<file path="src/rtl/dram_fm_pkg.sv">
package dram_fm_pkg;

  // Phase of the row-strobe cycle as seen by the controller.
  typedef enum logic [2:0] {
    PH_IDLE = 3'd0,  // row strobe high
    PH_ROW  = 3'd1,  // row latched, no column yet
    PH_COL  = 3'd2,  // column strobe low, access active
    PH_PAGE = 3'd3,  // row open, column strobe precharging
    PH_RFSH = 3'd4   // column-before-row refresh, no row open
  } phase_t;

endpackage

</file>
<file path="src/rtl/dram_cycle_ctrl.sv">
module dram_cycle_ctrl
  import dram_fm_pkg::*;
#(
  parameter int ADDR_W = 9,
  parameter int IDX_W  = 10
) (
  input  logic              clk,
  input  logic              rst_n,
  input  logic              ras_n,
  input  logic              cas_n,
  input  logic              we_n,
  input  logic [ADDR_W-1:0] addr,
  input  logic              cas_q,
  input  logic              ras_fall,
  input  logic              ras_rise,
  input  logic              cas_fall,
  input  logic              cas_rise,
  input  logic              we_fall,
  input  logic              pre_ok,
  output logic              mem_we,
  output logic [IDX_W-1:0]  mem_idx,
  output logic              rd_load,
  output logic              valid_q,
  output logic              early_q,
  output logic              err_q
);

  localparam int FULL_W = 2 * ADDR_W;

  phase_t            ph_q, ph_d;
  logic [ADDR_W-1:0] row_q, row_d, col_q, col_d;
  logic              valid_d, early_d, err_d;
  logic [FULL_W-1:0] full_addr;

  // A column fall uses the live bus, anything later the latched column.
  assign full_addr = cas_fall ? {row_q, addr} : {row_q, col_q};
  assign mem_idx   = full_addr[IDX_W-1:0];

  always_comb begin
    ph_d    = ph_q;
    row_d   = row_q;
    col_d   = col_q;
    valid_d = valid_q;
    early_d = early_q;
    err_d   = 1'b0;
    mem_we  = 1'b0;
    rd_load = 1'b0;
    if (cas_rise) begin
      valid_d = 1'b0;
      early_d = 1'b0;
    end
    unique case (ph_q)
      PH_IDLE: begin
        if (ras_fall) begin
          if (!cas_q) begin
            ph_d = PH_RFSH;
          end else begin
            ph_d  = PH_ROW;
            row_d = addr;
          end
          if (cas_fall) err_d = 1'b1;
        end else if (cas_fall && !pre_ok) begin
          err_d = 1'b1;
        end
      end
      PH_ROW, PH_PAGE: begin
        if (ras_rise) begin
          ph_d = PH_IDLE;
        end else if (cas_fall) begin
          ph_d  = PH_COL;
          col_d = addr;
          if (!we_n) begin
            mem_we  = 1'b1;
            early_d = 1'b1;
            valid_d = 1'b0;
          end else begin
            rd_load = 1'b1;
            valid_d = 1'b1;
            early_d = 1'b0;
          end
        end
      end
      PH_COL: begin
        if (ras_rise)
          ph_d = PH_IDLE;
        else if (cas_rise)
          ph_d = PH_PAGE;
        else if (we_fall && !early_q)
          mem_we = 1'b1;
      end
      PH_RFSH: begin
        if (ras_rise)
          ph_d = PH_IDLE;
        else if (cas_fall)
          err_d = 1'b1;
      end
      default: ph_d = PH_IDLE;
    endcase
  end

  always_ff @(posedge clk or negedge rst_n) begin
    if (!rst_n) begin
      ph_q    <= PH_IDLE;
      row_q   <= '0;
      col_q   <= '0;
      valid_q <= 1'b0;
      early_q <= 1'b0;
      err_q   <= 1'b0;
    end else begin
      ph_q    <= ph_d;
      row_q   <= row_d;
      col_q   <= col_d;
      valid_q <= valid_d;
      early_q <= early_d;
      err_q   <= err_d;
    end
  end

  assert_write_strobes_low_R3: assert property (@(posedge clk) disable iff (!rst_n)
    mem_we |-> (!cas_n && !ras_n && !we_n));

  assert_refresh_no_write_R8: assert property (@(posedge clk) disable iff (!rst_n)
    (ph_q == PH_RFSH) |-> !mem_we);

  assert_err_single_pulse_R12: assert property (@(posedge clk) disable iff (!rst_n)
    err_q |=> !err_q);

  assert_open_row_stable_R11: assert property (@(posedge clk) disable iff (!rst_n)
    (ph_q == PH_COL || ph_q == PH_PAGE) |-> $stable(row_q));

endmodule

</file>
<file path="config.mk">
export PLATFORM = sky130hd
export DESIGN_NAME = dram_cycle_ctrl
export DESIGN_NICKNAME = d
export VERILOG_FILES = /design/src/rtl/dram_fm_pkg.sv /design/src/rtl/dram_cycle_ctrl.sv
export SDC_FILE = /design/constraint.sdc
export NUM_CORES = 1
export LEC_CHECK = 0
export ABC_AREA = 1
export BUFFER_PORTS_ARGS = -buffer_cell sky130_fd_sc_hd__buf_2
export CAP_MARGIN = 20
export CELL_PAD_IN_SITES_DETAIL_PLACEMENT = 0
export CELL_PAD_IN_SITES_GLOBAL_PLACEMENT = 1
export CORE_UTILIZATION = 33
export DETAILED_ROUTE_END_ITERATION = 6
export PLACE_DENSITY = 0.75
export SKIP_LAST_GASP = 1
export SLEW_MARGIN = 10
export SYNTH_ARGS = -nofsm -noshare
export SYNTH_HDL_FRONTEND = slang
export SYNTH_SLANG_ARGS = --single-unit
</file>
<file path="constraint.sdc">
create_clock -name clk -period 1.5 [get_ports clk]
set_input_delay 0.15 -clock clk [delete_from_list [all_inputs] [get_ports clk]]
set_output_delay 0.15 -clock clk [all_outputs]
set_load 0.05 [all_outputs]
</file>
# Word level (Yosys, flattened, before mapping)

Index checks and enable logic that the tools add are counted.
Widths: inputs -> output; s select.

Register bits: 16
Output and inout port bits: 15
Word-level logic and storage cells: 57

Equal/unequal tests: 8
Multiplexer cells: 33
Bitwise gates (word level): 1
Reduce and logical (&&, ||, !) cells: 9

Operators by type and width:

| operator           | number |
|---|---|
| $mux 1             | 22 |
| $mux 3             | 7 |
| $pmux 3 s4         | 1 |
| $mux 9             | 1 |
| $eq 3x2->1 const B | 2 |
| $ne 3x3->1 const B | 2 |
| $reduce_and 3->1   | 2 |
| $ne 2x2->1 const B | 2 |
| $pmux 1 s2         | 2 |
| $reduce_and 4->1   | 1 |
| $eq 3x1->1 const B | 1 |
| $eq 3x3->1 const B | 1 |
| $logic_not 3->1    | 1 |
| $logic_and 1x1->1  | 2 |
| $logic_not 1->1    | 2 |
| $reduce_or 2->1    | 1 |
| $not 1->1          | 1 |

# Depth between registers and ports, before layout

Gate-level depths: netlist (run 1).

Depth in word-level cells: 6
Depth in mapped cells: 7

# Least setup slack after synthesis (run 1)

No wires, ideal clock.

Path kind: flip-flop to output port
Start: register ph_q[2]
End: output rd_load
Data arrival time: 1.480 ns
Setup slack: -0.130 ns
Stages on the path, launching flop included: 7
Buffers on the path: 1
Path through: dfrtp_1 inv_2 nand2_4 inv_4 nand3_4 buf_6 nor2_1

Longest elaborated chain between the ends: 3
Elaborated cells on any way between the ends: 4
Those cells by class: eq/ne: 2; mux: 1; reduce/logical: 1

RTL lines:

| element                                         | line                   | RTL |
|---|---|---|
| start: declaration                              | dram_cycle_ctrl.sv:30  | `phase_t ph_q, ph_d;` |
| start signal: assignment                        | dram_cycle_ctrl.sv:110 | `ph_q <= ph_d;` |
| $eq 3x1->1 / $eq 3x2->1 (equally long branches) | dram_cycle_ctrl.sv:52  | `unique case (ph_q)` |
| $reduce_or 2->1 *                               | dram_cycle_ctrl.sv:52  |  |
| $mux 1 *                                        | dram_cycle_ctrl.sv:52  |  |
| end: declaration                                | dram_cycle_ctrl.sv:22  | `output logic rd_load,` |

Mark *: on every way between the ends. The rest lies on a longest branch, timed or not.

# Worst setup path after layout (run 1)

Start: register ph_q[0]
End: output mem_we

Longest elaborated chain between the ends: 3
Elaborated cells on any way between the ends: 5
Those cells by class: eq/ne: 3; mux: 1; reduce/logical: 1

RTL lines:

| element                                         | line                  | RTL |
|---|---|---|
| $eq 3x1->1 / $eq 3x2->1 (equally long branches) | dram_cycle_ctrl.sv:52 |  |
| $reduce_or 2->1                                 | dram_cycle_ctrl.sv:52 |  |
| $pmux 1 s2 *                                    | dram_cycle_ctrl.sv:52 |  |
| end: declaration                                | dram_cycle_ctrl.sv:20 | `output logic mem_we,` |

Marks and branches as above.

==> results of run 1 <==
[layout by cell type (no fill, tap or decap), drive strengths merged]
master / Yosys / final
a21oi: 1 / 1
nor2: 10 / 10
dfrtp: 16 / 16
o21ai: 21 / 21
dlygate4sd3: 0 / 1
nand4: 1 / 1
clkinv: 1 / 1
nand3: 11 / 11
nand3b: 1 / 1
nor3: 1 / 1
inv: 21 / 21
nand2: 32 / 32
o21bai: 1 / 1
clkbuf: 0 / 4
buf: 3 / 41
[cell type report]
| cell class | instances | share of cell area [%] |
|---|---|---|
| Clock buffer | 4 | 2.918 |
| Inverter | 22 | 6.841 |
| Multi-Input combinational cell | 79 | 35.31 |
| Sequential cell | 16 | 32.19 |
| Tap cell | 31 | 3.119 |
| Timing Repair Buffer | 42 | 19.62 |
[registers in the layout, summed over array words and instances (netlist names)]
register  cells
col_q         9
row_q         1
err_q         1
valid_q       1
early_q       1
ph_q          3
[final timing paths]
| check | to | cells past startpoint | slack (ns) |
|---|---|---|---|
| setup / recovery | mem_we | 6 | 0.04 |
| hold / removal | col_q[4] | 3 | 0.11 |
| setup reg to reg | ph_q[1] | 7 | 0.20 |
| hold reg to reg | col_q[8] | 2 | 0.49 |
| max in group asynchronous | col_q[3] | 2 | 0.94 |
| min in group asynchronous | col_q[5] | 2 | 0.30 |
[stage by stage]
stage	worst slack [ns]	area (µm²)
after global routing	-0.05864	1244
final	0.03640	1244
after detailed placement	0.1407	1129
after CTS	0.004802	1226
after global placement	0.1698	1129
after floorplan	0.05165	944.7
[worst max-delay path, stage by stage (launching register included)]
cell and delay, ns:
dfrtp_1 0.44, inv_2 0.09, nand3_2 0.07, nor2_2 0.11, nand3b_1 0.08, nand2_1 0.07
buf_6 0.15
[routing by layer]
metal  routed length (µm)  track usage, %  vias up
met1                  884           15.70      404
li1                     -               -      462
met3                  108           2.108        4
met4                   28           6.429        0
met2                  932           23.75       26
met5                    0               0        -
[power groups by stage]
stage	registers, µW	clock network [µW]	logic, µW
2_1_floorplan	805	0	724
3_3_place_gp	717	0	998
3_5_place_dp	727	0	1010
4_1_cts	721	304	1090
5_1_grt	740	317	1220
6_report	722	285	1120
[cells by family (layout without fill, tap and decap cells)]
group | count (synthesis) | count (layout) | share of synthesized area [%]
AND/OR/NAND/NOR | 56 | 56 | 29.08
AO/OA/AOI/OAI | 23 | 23 | 16.47
buffers and inverters | 25 | 68 | 11.95
flip-flops | 16 | 16 | 42.50
[what timing repair did]
action / in CTS / in global routing
hold buffers: 1 / 0
pin swaps: 1 / 1
setup endpoints to repair: 2 / 2
hold endpoints to repair: 16 / 0
setup buffers: 5 / 2
resized for setup: 5 / 2
==> impl_results.md, run 1 <==
* Synth Cell Area at 942.2 µm²
* Largest net degree at the start of global routing at 20
* Post-route ant nets at 0
* Pwr per Cell Area at 1708 nW/µm²
* Clk buf depth at 2
* Startpoint Class: register
* Routed WL at 1954 µm
* Max Cap Viol at 0
* Wire length per cell at 10.07 µm
* CTS Sinks at 16
* DRC at 0
* Slew Viols, Final at 0
* Reg-to-reg startpoint: ph_q[0]
* Tcrit/Tclk final at 97.57%
* Non-Filler Instances at 194
* Yosys warns at 0
* Overall power at 2124 µW
* GRT Resource Usage Total at 13.41%
* Placed cells at 182
* #FFs+latches synth at 16
* Critical path fanouts, max at 3
* CP required at 1.35 ns
* Critical path arrival at 1.31 ns
* CTS tree: done
* Dpl hpwl at 1423 µm
* Seq/Total Area, Yosys at 42.50%
* Clk pin slew, worst setup/hold paths at 0.09 ns
* Initial Util at 34.46%
* Switching part of the total power at 46.41%
* H-tree levels at 1
* Nets at 185
* Synth cell types at 23
* Critical path class: reg2out
* Share of cells above drive strength 1 at 44.79%
* Skew-Pair Late Insertion Delay at 0.28 ns
* Min-Delay Startpoint: addr[4]
* Core box area at 2734 µm²
* Post-Syn Instances at 120
* F_max at 683.2 MHz
* Final setup viols at 0
* Worst-margin pin slew at 0.3656 ns
* Crit end category: output port
* Critical Path Start: ph_q[0]
* Hold slack final at 0.1119 ns
* Worst-case clock skew at 0.0007918 ns
* Die Ht at 55.43 µm
* FF/Latch Area at 400.4 µm²
* RSZ-0062 raised after global routing: true
* Syn-to-layout area delta at 32.00%
* Fraction of registers with async set/reset at 100.0%
* Grt total ovfl at 0
* Top-area cell type share of the netlist area at 42.50%
* First-pass GRT wire length at 3305 µm
* Antenna violations before repair at 0
* Synth Flop Type: dfrtp_1
* Tmin final at 1.464 ns
* DR vias at 896
* Internal power at 1138 µW
* Comb pwr share at 52.6%
* Part of the power in registers at 34.0%
* Worst slew margin at 75.63%
* Post-route setup TNS at 0 ns
* CTS Buf Count at 3
* Power share of the clock group at 13.4%
* Final core occ at 45.49%
* Antenna diode count at 0
* Leakage at 0.0006989 µW
* Hold WC Path Type: in2reg
* Vias in the first global route at 833
* Final Hold Fails at 0
* Die X at 55.43 µm
* DR vias/cell at 4.619
* FP Rows at 19
* Net Sw Power at 986.0 µW
* Drt pass-1 iters at 4
* Avg Cell Area, Syn at 7.851 µm²
* Maximum VDD drop at 0.0007402 V
* Outcome: finished, final reports clean
* Port Buffer Count at 33
* Number of flops mapped to enable cells by yosys at 0
* Most common cell in the synthesized netlist: nand2_1
* Synth cell count leaders: nand2_1, inv_1, dfrtp_1
* Root Driver: clkbuf_4
* Gpl congestion at 0.8391
* FILL cells at 298
* I/O pins at 36
* DRT iter0 DRCs at 13
* Synth area leaders: dfrtp_1, nand2_1, o21ai_2
* Syn_nets at 141
* Area of the multi-input gates at 439.2 µm²
* Die ar. at 3072 µm²
* Cell taking the most area after synthesis: dfrtp_1
Power figures use the tool's default switching activity.
==> inputs of run 2 (changes only) <==
--- a/config.mk
+++ b/config.mk
@@ -6,15 +6,16 @@
 export NUM_CORES = 1
 export LEC_CHECK = 0
 export ABC_AREA = 1
-export BUFFER_PORTS_ARGS = -buffer_cell sky130_fd_sc_hd__buf_2
 export CAP_MARGIN = 20
 export CELL_PAD_IN_SITES_DETAIL_PLACEMENT = 0
 export CELL_PAD_IN_SITES_GLOBAL_PLACEMENT = 1
-export CORE_UTILIZATION = 33
+export CORE_UTILIZATION = 42
 export DETAILED_ROUTE_END_ITERATION = 6
-export PLACE_DENSITY = 0.75
+export DONT_BUFFER_PORTS = 1
+export PLACE_DENSITY = 0.73
 export SKIP_LAST_GASP = 1
 export SLEW_MARGIN = 10
 export SYNTH_ARGS = -nofsm -noshare
 export SYNTH_HDL_FRONTEND = slang
 export SYNTH_SLANG_ARGS = --single-unit
+export TNS_END_PERCENT = 10
==> impl_results.md, run 2 (synthesized netlist as in run 1, its figures left out) <==
* Outcome: finished, final reports clean
* FP Rows at 16 (-3)
* F_max at 670.0 MHz (-1.9%)
* Drt pass-1 iters at 4 (unchanged)
* Crit-path cells: inv_1 > nand3_2 > nor2_2 > nand3b_1 > nand2_2 > buf_12
* Clk buf depth at 2 (unchanged)
* Antenna diode count at 0 (unchanged)
* Dpl hpwl at 1347 µm (-5.4%)
* CTS Buf Count at 3 (unchanged)
* Gpl congestion at 0.7603 (-9.4%)
* CTS Sinks at 16 (unchanged)
* Power share of the clock group at 13.7% (+0.3 points)
* Net Sw Power at 972.1 µW (-1.4%)
* Commonest non-fill, non-tap cell in the layout: nand2_1
* Worst slew margin at 52.83% (-23 points)
* Maximum VDD drop at 0.001058 V (+43%)
* Pre-CTS WS at 0.1850 ns (+0.04429 ns)
* Tmin final at 1.493 ns (+0.02893 ns)
* Most frequent cells in the layout: nand2_1, buf_4, inv_1
* Internal power at 1147 µW (+0.72%)
* Leading registers by flop count: col_q x9, ph_q x3
* First-pass GRT wire length at 3353 µm (+1.5%)
* Final setup viols at 0 (unchanged)
* Skew-Pair Late Insertion Delay at 0.29 ns (about the same)
* Leakage at 0.0006493 µW (-7.1%)
* GRT Resource Usage Total at 18.83% (+5.4 points)
* Startpoint Class: register
* Die Ht at 49.36 µm (-11%)
* Crit path largest cell delay at 0.41 ns (-0.03 ns)
* Routed WL at 1983 µm (+1.5%)
* Port Buffer Count at 0 (-100%)
* Post-route setup TNS at 0 ns (unchanged)
* DR vias/cell at 4.795 (+3.8%)
* Share of cells above drive strength 1 at 34.23% (-11 points)
* Syn-to-layout area delta at 31.87%
* Wire length per cell at 11.27 µm (+12%)
* Root Driver: clkbuf_4
* Clk pin slew, worst setup/hold paths at 0.09 ns (about the same)
* Worst-margin pin slew at 0.7052 ns (+0.3396 ns)
* Antenna violations before repair at 0 (unchanged)
* Slew Viols, Final at 0 (unchanged)
* Critical path's slowest cell: dfrtp_1
* Worst-case clock skew at 0.002724 ns (+0.001933 ns)
* CTS tree: done
* DRC at 0 (unchanged)
* DR vias at 844 (-5.8%)
* Die X at 49.36 µm (-11%)
* Max reg flops at 9 (unchanged)
* DRT iter0 DRCs at 14 (+1)
* Tcrit/Tclk final at 99.50% (+1.9 points)
* Final Hold Fails at 0 (unchanged)
* Overall power at 2119 µW (-0.27%)
* Critical path fanouts, max at 3 (unchanged)
* Minimum setup slack in the final design at 0.007474 ns (-0.02893 ns)
* Pwr per Cell Area at 1705 nW/µm² (-0.17%)
* FILL cells at 199 (-33%)
* RSZ-0062 raised after global routing: true
* Initial Util at 46.14% (+12 points)
* Largest net degree at the start of global routing at 20 (unchanged)
* Grt total ovfl at 0 (unchanged)
* Critical path class: reg2out
* Vias in the first global route at 776 (-6.8%)
* Switching part of the total power at 45.88% (-0.53 points)
* Die ar. at 2436 µm² (-21%)
* Part of the power in registers at 38.1% (+4.1 points)
* Hold WC Path Type: in2reg
* Core box area at 2042 µm² (-25%)
* Biggest register: col_q
* Critical path arrival at 1.34 ns (+0.03 ns)
* Comb pwr share at 48.3% (-4.3 points)
* Post-route ant nets at 0 (unchanged)
* I/O pins at 36 (unchanged)
* H-tree levels at 1 (unchanged)
* Crit end category: output port
* Max Cap Viol at 0 (unchanged)
* Nets at 171 (-7.6%)
* CP required at 1.35 ns (about the same)
## run 2: cell types whose count changed in the layout (fill, tap and decap cells not counted), sizes merged
cell | before | now
buf | 41 | 19
dlygate4sd3 | 1 | 9
## run 2: critical path: cells and delay by family, from the launching register on
kind	cells	cell delay (ns)
buffers and inverters	2	0.23
DFF	1	0.41
and+or+nand+nor	4	0.41
## run 2: final cells by class
cell class | instances | area [µm²] | share of cell area, %
flip-flops and latches | 16 | 400.4 | 32.23
inverters | 22 | 85.08 | 6.848
clock buffers | 4 | 36.28 | 2.920
well taps | 27 | 33.78 | 2.719
repair buffers | 28 | 245.2 | 19.74
multi-input cells | 79 | 441.7 | 35.55
## run 2: worst paths after layout
path / startpoint / endpoint / slack (ns) / cells after the start
worst min-delay path: cas_q / ph_q[2] / 0.02 / 3
max in group asynchronous: rst_n / ph_q[1] / 0.72 / 1
worst min register to register: col_q[4] / col_q[4] / 0.49 / 2
worst max-delay path: ph_q[0] / mem_we / 0.007 / 6
worst max register to register: ph_q[0] / col_q[8] / 0.21 / 7
min in group asynchronous: rst_n / col_q[4] / 0.34 / 1
## run 2: power by group through the flow
| stage | Clock [µW] | Combinational [µW] | Sequential [µW] |
|---|---|---|---|
| after floorplan | 0 | 724 | 805 |
| after global placement | 0 | 885 | 813 |
| after detailed placement | 0 | 902 | 820 |
| after CTS | 301 | 1010 | 803 |
| after global routing | 318 | 1140 | 825 |
| final | 290 | 1020 | 806 |
## run 2: stage by stage
step,std cells,util [%],area (µm²),hold WS [ns]
after floorplan,120,-,944.7,-0.1456
after global placement,157,51.96,1061,-0.1452
after detailed placement,157,51.96,1061,-0.1453
after CTS,175,60.48,1235,0.01067
after global routing,176,60.85,1242,0.01921
final,176,60.85,1242,0.02177
## run 2: repair_timing
item / in CTS / in global routing
endpoints found under the hold margin: 24 / 0
buffers inserted: 5 / 1
hold buffers: 9 / 0
resized for setup: 3 / 0
pin swaps: 1 / 4
endpoints found under the setup margin: 2 / 2
gates cloned: 0 / 0
## run 2: per-layer routing
layer,up-vias,routed length [µm],global-route usage [%],part of all wire (%)
met1,378,901,22.57,45
met2,25,947,30.82,48
li1,437,-,-,-
met3,4,108,6.231,5.4
met4,0,25,7.353,1.3
met5,-,0,0,0
